$ cat src/rtl/sm3_rnd_pkg.sv
package sm3_rnd_pkg;
  localparam int WORD_W = 32;
  localparam int LANES  = 4;
  localparam int VEC_W  = WORD_W * LANES;
  localparam int RNUM_W = 6;
  localparam logic [RNUM_W-1:0] RND_MASK = 6'h3E;
  localparam int LATE_START = 16;
  localparam logic [WORD_W-1:0] K_EARLY = 32'h79CC4519;
  localparam logic [WORD_W-1:0] K_LATE  = 32'h7A879D8A;

  typedef logic [WORD_W-1:0] word_t;

  typedef struct packed {
    word_t a, b, c, d, e, f, g, h;
  } sm3_st_t;

  typedef struct packed {
    sm3_st_t st;
    word_t   w_lo;
    word_t   w_hi;
    word_t   k;
    logic    late;
  } sm3_stage_t;

  function automatic word_t rol32(input word_t x, input int unsigned n);
    logic [2*WORD_W-1:0] t;
    t = {x, x} << (n % WORD_W);
    return t[2*WORD_W-1:WORD_W];
  endfunction

  function automatic word_t p0_mix(input word_t x);
    return x ^ rol32(x, 9) ^ rol32(x, 17);
  endfunction

  function automatic word_t fn_a(input word_t x, input word_t y, input word_t z, input logic late);
    return late ? ((x & y) | (x & z) | (y & z)) : (x ^ y ^ z);
  endfunction

  function automatic word_t fn_e(input word_t x, input word_t y, input word_t z, input logic late);
    return late ? ((x & y) | (~x & z)) : (x ^ y ^ z);
  endfunction
endpackage

$ cat src/rtl/sm3_in_prep.sv
module sm3_in_prep
  import sm3_rnd_pkg::*;
(
  input  logic [VEC_W-1:0] cdgh,
  input  logic [VEC_W-1:0] abef,
  output sm3_st_t          st
);
  word_t lane_x [LANES];
  word_t lane_y [LANES];

  genvar gi;
  generate
    for (gi = 0; gi < LANES; gi++) begin : g_lane
      assign lane_x[gi] = abef[gi*WORD_W +: WORD_W];
      assign lane_y[gi] = cdgh[gi*WORD_W +: WORD_W];
    end
  endgenerate

  always_comb begin
    st.a = lane_x[3];
    st.b = lane_x[2];
    st.e = lane_x[1];
    st.f = lane_x[0];
    st.c = rol32(lane_y[3], 9);
    st.d = rol32(lane_y[2], 9);
    st.g = rol32(lane_y[1], 19);
    st.h = rol32(lane_y[0], 19);
  end
endmodule

$ cat src/rtl/sm3_const_gen.sv
module sm3_const_gen
  import sm3_rnd_pkg::*;
(
  input  logic [RNUM_W-1:0] round,
  output word_t             k_first,
  output word_t             k_second,
  output logic              late
);
  word_t base;

  always_comb begin
    late     = (int'(round) >= LATE_START);
    base     = late ? K_LATE : K_EARLY;
    k_first  = rol32(base, int'(round));
    k_second = rol32(k_first, 1);
  end
endmodule

$ cat src/rtl/sm3_round_step.sv
module sm3_round_step
  import sm3_rnd_pkg::*;
(
  input  sm3_stage_t cur,
  output sm3_st_t    nxt
);
  word_t a_r12, s1, s2, t1, t2;

  always_comb begin
    a_r12 = rol32(cur.st.a, 12);
    s1    = rol32(a_r12 + cur.st.e + cur.k, 7);
    s2    = s1 ^ a_r12;
    t1    = fn_a(cur.st.a, cur.st.b, cur.st.c, cur.late) + cur.st.d + s2 + (cur.w_lo ^ cur.w_hi);
    t2    = fn_e(cur.st.e, cur.st.f, cur.st.g, cur.late) + cur.st.h + s1 + cur.w_lo;

    nxt.a = t1;
    nxt.b = cur.st.a;
    nxt.c = rol32(cur.st.b, 9);
    nxt.d = cur.st.c;
    nxt.e = p0_mix(t2);
    nxt.f = cur.st.e;
    nxt.g = rol32(cur.st.f, 19);
    nxt.h = cur.st.g;
  end
endmodule

$ cat src/rtl/sm3_dual_round.sv
module sm3_dual_round
  import sm3_rnd_pkg::*;
#(
  parameter bit TWO_CYCLE = 1'b1,
  parameter int RND_W     = 8
) (
  input  logic             clk,
  input  logic             rst_n,
  input  logic             start,
  input  logic [RND_W-1:0] rnd_sel,
  input  logic [VEC_W-1:0] st_cdgh,
  input  logic [VEC_W-1:0] st_abef,
  input  logic [VEC_W-1:0] msg,
  output logic             idle,
  output logic             done,
  output logic [VEC_W-1:0] result
);
  logic              accept;
  logic              busy;
  logic              fin_en;
  logic [RNUM_W-1:0] round_eff;
  word_t             k0, k1;
  logic              late;
  sm3_st_t           st0, st1, st2;
  sm3_stage_t        stg0, stg1_d, stg1;

  // events brought out for the checker
  word_t evt_b, evt_d, evt_f, evt_h;
  word_t evt_in_a, evt_in_c, evt_in_e, evt_in_g;

  assign round_eff = rnd_sel[RNUM_W-1:0] & RND_MASK;
  assign idle      = !busy;
  assign accept    = start && !busy;

  sm3_in_prep u_prep (
    .cdgh (st_cdgh),
    .abef (st_abef),
    .st   (st0)
  );

  sm3_const_gen u_kgen (
    .round    (round_eff),
    .k_first  (k0),
    .k_second (k1),
    .late     (late)
  );

  always_comb begin
    stg0.st   = st0;
    stg0.w_lo = msg[0*WORD_W +: WORD_W];
    stg0.w_hi = msg[2*WORD_W +: WORD_W];
    stg0.k    = k0;
    stg0.late = late;
  end

  sm3_round_step u_rnd0 (
    .cur (stg0),
    .nxt (st1)
  );

  always_comb begin
    stg1_d.st   = st1;
    stg1_d.w_lo = msg[1*WORD_W +: WORD_W];
    stg1_d.w_hi = msg[3*WORD_W +: WORD_W];
    stg1_d.k    = k1;
    stg1_d.late = late;
  end

  generate
    if (TWO_CYCLE) begin : g_staged
      always_ff @(posedge clk or negedge rst_n) begin
        if (!rst_n) begin
          stg1 <= '0;
          busy <= 1'b0;
        end else begin
          busy <= accept;
          if (accept) stg1 <= stg1_d;
        end
      end
      assign fin_en = busy;
    end else begin : g_flat
      assign stg1   = stg1_d;
      assign busy   = 1'b0;
      assign fin_en = accept;
    end
  endgenerate

  sm3_round_step u_rnd1 (
    .cur (stg1),
    .nxt (st2)
  );

  always_ff @(posedge clk or negedge rst_n) begin
    if (!rst_n) begin
      done   <= 1'b0;
      result <= '0;
    end else begin
      done <= fin_en;
      if (fin_en) result <= {st2.a, st2.b, st2.e, st2.f};
    end
  end

  assign evt_b    = stg1.st.b;
  assign evt_d    = stg1.st.d;
  assign evt_f    = stg1.st.f;
  assign evt_h    = stg1.st.h;
  assign evt_in_a = st_abef[3*WORD_W +: WORD_W];
  assign evt_in_e = st_abef[1*WORD_W +: WORD_W];
  assign evt_in_c = st_cdgh[3*WORD_W +: WORD_W];
  assign evt_in_g = st_cdgh[1*WORD_W +: WORD_W];
endmodule

$ cat config.mk
export PLATFORM = sky130hd
export DESIGN_NAME = sm3_dual_round
export DESIGN_NICKNAME = d
export VERILOG_FILES = /design/src/rtl/sm3_rnd_pkg.sv /design/src/rtl/sm3_in_prep.sv /design/src/rtl/sm3_const_gen.sv /design/src/rtl/sm3_round_step.sv /design/src/rtl/sm3_dual_round.sv
export SDC_FILE = /design/constraint.sdc
export NUM_CORES = 2
export LEC_CHECK = 0
export BUFFER_PORTS_ARGS = -buffer_cell sky130_fd_sc_hd__buf_2
export CAP_MARGIN = 20
export CORE_UTILIZATION = 55
export CTS_CLUSTER_DIAMETER = 30
export DETAILED_ROUTE_END_ITERATION = 7
export HOLD_SLACK_MARGIN = 0.12
export PLACE_DENSITY = 0.79
export SETUP_SLACK_MARGIN = 0.5
export SLEW_MARGIN = 20
export SYNTH_ARGS = -nofsm -noshare
export SYNTH_HDL_FRONTEND = slang
export SYNTH_HIERARCHICAL = 1
export SYNTH_SLANG_ARGS = --single-unit
export TNS_END_PERCENT = 50
$ cat constraint.sdc
create_clock -name clk -period 6.9 [get_ports clk]
set_clock_uncertainty 0.05 [all_clocks]
set_input_delay 1.38 -clock clk [delete_from_list [all_inputs] [get_ports clk]]
set_output_delay 1.38 -clock clk [all_outputs]
set_load 0.02 [all_outputs]
# Word level (Yosys, flattened, before mapping)
# Index checks and enable logic that the tools add are counted.
# word_totals
register_bits	483
output_inout_bits	130
# op_classes
addsub	16
n_lt_le_gt_ge	1
shifts	1
muxes	5
n_bitwise	34
n_reduce_logical	2
# op_table
cell	count
adder 32 bit	16
XOR 32 bit	16
AND 32 bit	10
OR 32 bit	6
2-to-1 mux 32 bit	4
NOT 32 bit	2
left shift 64 x 5 -> 64 bit	1
2-to-1 mux 26 bit	1
>= comparator 6 x 5 -> 1 bit, second input constant	1
logical AND 1 bit	1
logical NOT 1 bit	1

# Longest topological paths before layout
# depth
ltp_word	9
depth_mapped	36
depth_no_buf	34

# Cells and area by module
# The synthesis kept the hierarchy.
# modules_own_cells
module	instances	cells_each	area_per_inst_um2	seq_area_each_um2
sm3_dual_round	1	1020	17819.6	12086.6
sm3_round_step at u_rnd0	1	1520	13105.1	0.0
sm3_round_step at u_rnd1	1	1485	12972.4	0.0
sm3_const_gen	1	260	2039.5	0.0
sm3_in_prep	1	256	1921.8	0.0

# Worst setup path after synthesis
# Ideal clock, no wire load.
# synth_timing
kind	input-to-reg
startpoint	in rnd_sel[4]
endpoint	reg stg1[201] (netlist bit)
arrival_ps	9426
required_ps	6725
path_slack_ps	-2701
stages	34
n_path_buf	1
path_cell_list	buf_4 > nor2_8 > ha_1 > nand2b_1 > a21boi_0 > mux4_2 > mux2i_1 > fa_1 > ha_1 > fa_1 > a211oi_1 > o21ai_1 > nand4_1 > a32oi_1 > a31oi_2 > o211ai_1 > a21o_1 > a21oi_2 > xnor2_1 > fa_1 > inv_1 > fa_1 > inv_1 > fa_1 > a211oi_1 > o21ai_1 > a21o_1 > a41oi_2 > o21ai_1 > a2111oi_2 > o21bai_1 > xor2_1 > xor3_1 > mux2_2
# synth_lines
item	line_no	text
start: declaration	sm3_dual_round.sv:10	input logic [RND_W-1:0] rnd_sel,
end signal: assignment	sm3_dual_round.sv:77	if (accept) stg1 <= stg1_d;
end: declaration	sm3_dual_round.sv:25	sm3_stage_t stg0, stg1_d, stg1;

==> impl_metrics.ini <==
[timing]
slew_headroom_pct = 28.07
worst_slew_pin_slew_ns = 1.077
slew_viol_final = 0
setup_ws_ns = -1.795
grt_setup_unrepaired = yes
fin_crit_sh_pct = 126.0
setup-tns-final_ns = -98.16
layout_min_cycle_time_ns = 8.695
timing.fmax_mhz = 115.0
finalHoldViolCount = 0
finalSetupViolCount = 97

[layout]
synthToLayoutAreaGrowth_pct = 25.52
utilization_pct = 70.12
fillCellCount = 5887
stdcell_count = 6412
nets = 6148
drive_above_1_share_pct = 44.71

[place]
place_congestion = 1.047
io_buffers = 521
hpwl_mm = 154.5
dp.cells = 6150

[setup_path]
start_kind = input pin
r2r_end = result[39]
r2r-start = stg1[194]
crit_required_ns = 7.41
cp-end-kind = flop
rrSetupSlack_ns = -0.41
crit_path_start = rnd_sel[5]
critPathMaxFanout = 8
crit_type = in -> reg
crit_arrival_ns = 9.21
slowest_delay_ns = 0.54
cpMaxStageDelayCell = fa_1
rr_worst_depth = 28
crit_end = stg1[222]

[synth]
synthesis.area_um2 = 46900
syn_inst = 4413
yosysWarningCount = 6
avgSynthCellArea_um2 = 10.63

[detailed_routing]
topRoutingLayerUsed = met5
wl_met2_mm = 85.22
drtAntennaViolNets = 0
routed_via_density = 6.087
vias = 39030
post_drt_wl_per_cell_um = 30.54
dr.first_iter.drc_count = 4235
wl_met3_mm = 21.71
drc_errors = 0
first_pass_iters = 6
met1Wirelength_mm = 68.51
routed_wl_mm = 195.8

[grt]
antenna_found_initial = 22
gr-usage-all-layers_pct = 43.90
grt_overflow = 0
grt_pass1_vias = 39130
grt_max_degree = 157
grt_pass1_wl_mm = 268.1

[run_status]
outcome = complete, but fails checks
violations = negative setup slack

[clocking]
htree_levels = 3
clkLatencyLatePin_ns = 0.69
ctsRootBufferMaster = clkbuf_16
cts-hold-fix-buffers = 0
cts_tree = yes
numClockSinks = 483
cts_buffer_depth = 3
clk_pin_slew_ns = 0.05
numCtsBuffers = 103

[floorplan]
die_y_um = 294.0
core_area_um2 = 83950
die_x_um = 294.0
std_cell_rows = 106
ios = 525
start_util_pct = 55.86
die_area_um2 = 86440

[hold_path]
hp-class = reg -> reg

[job]
drv_cap = 0
-- area by class of cell --
| cell class | instances | area, µm² | area share [%] |
|---|---|---|---|
| Antenna cell | 9 | 22.52 | 0.03826 |
| Clock buffer | 122 | 2820 | 4.791 |
| Clock inverter | 67 | 903.4 | 1.535 |
| Inverter | 358 | 1349 | 2.291 |
| Multi-Input combinational cell | 2917 | 31300 | 53.18 |
| Sequential cell | 483 | 12100 | 20.55 |
| Tap cell | 1134 | 1419 | 2.410 |
| Timing Repair Buffer | 1322 | 8947 | 15.20 |
-- state kept, by name, indices dropped and copies added, names as in the netlist --
| register | flops |
|---|---|
| stg1 | 225 |
| result | 128 |
| evt_b | 32 |
| evt_d | 32 |
| evt_f | 32 |
| evt_h | 32 |
| busy | 1 |
| done | 1 |
-- what timing repair did --
action                     4_1_cts  5_1_grt
resized for setup              252      150
buffers inserted                37       26
cloned                           0        1
setup endpoints to repair      122      123
pin swaps                      125       84
-- critical path: cells and delay by family --
family,cells,cell delay [ns]
adders and majority gates,6,2.18
AOI/OAI and AO/OA,9,1.97
and+or+nand+nor,7,1.29
muxes,3,1.00
buffers and inverters,8,0.82
xor gates and xnor gates,3,0.56
-- routing by layer --
layer,GRT usage [%],up-vias
met2,67.30,2812
met5,0,-
li1,-,16130
met1,51.75,19150
met4,34.92,18
met3,12.46,918
-- through the flow --
stage,worst slack [ns],hold slack [ns],area (µm²)
final,-1.795,0.4492,58860
after global routing,-1.990,0.4587,58850
after CTS,-1.567,0.4506,57820
after detailed placement,-2.635,0.4401,52500
after global placement,-2.443,0.4346,52500
after floorplan,-1.834,0.3555,47440
-- worst min path at each step --
stage / from / end / cells past startpoint
2_1_floorplan: busy / done / 0
3_3_place_gp: result[118] / result[118] / 1
3_5_place_dp: result[29] / result[29] / 1
4_1_cts: result[118] / result[118] / 1
5_1_grt: result[124] / result[124] / 1
6_report: result[112] / result[112] / 1
-- layout by cell type (no fill, tap or decap), drive strengths merged, types with 23 or more instances in the layout --
cell,count
nand2,87
nand2b,25
o21bai,23
nand3b,23
mux2,516
o21a,32
xnor2,294
nor2,133
o211ai,38
o21ai,139
nor3,60
clkbuf,123
a211oi,66
ha,192
nor2b,75
a31oi,57
mux2i,102
xor2,159
inv,375
a21o,104
fa,376
a21oi,197
buf,1321
nand3,27
dfrtp,483
Power is left out: the tool's default activity adds up to more than one toggle a clock period on the data nets, which glitch-free logic cannot reach.
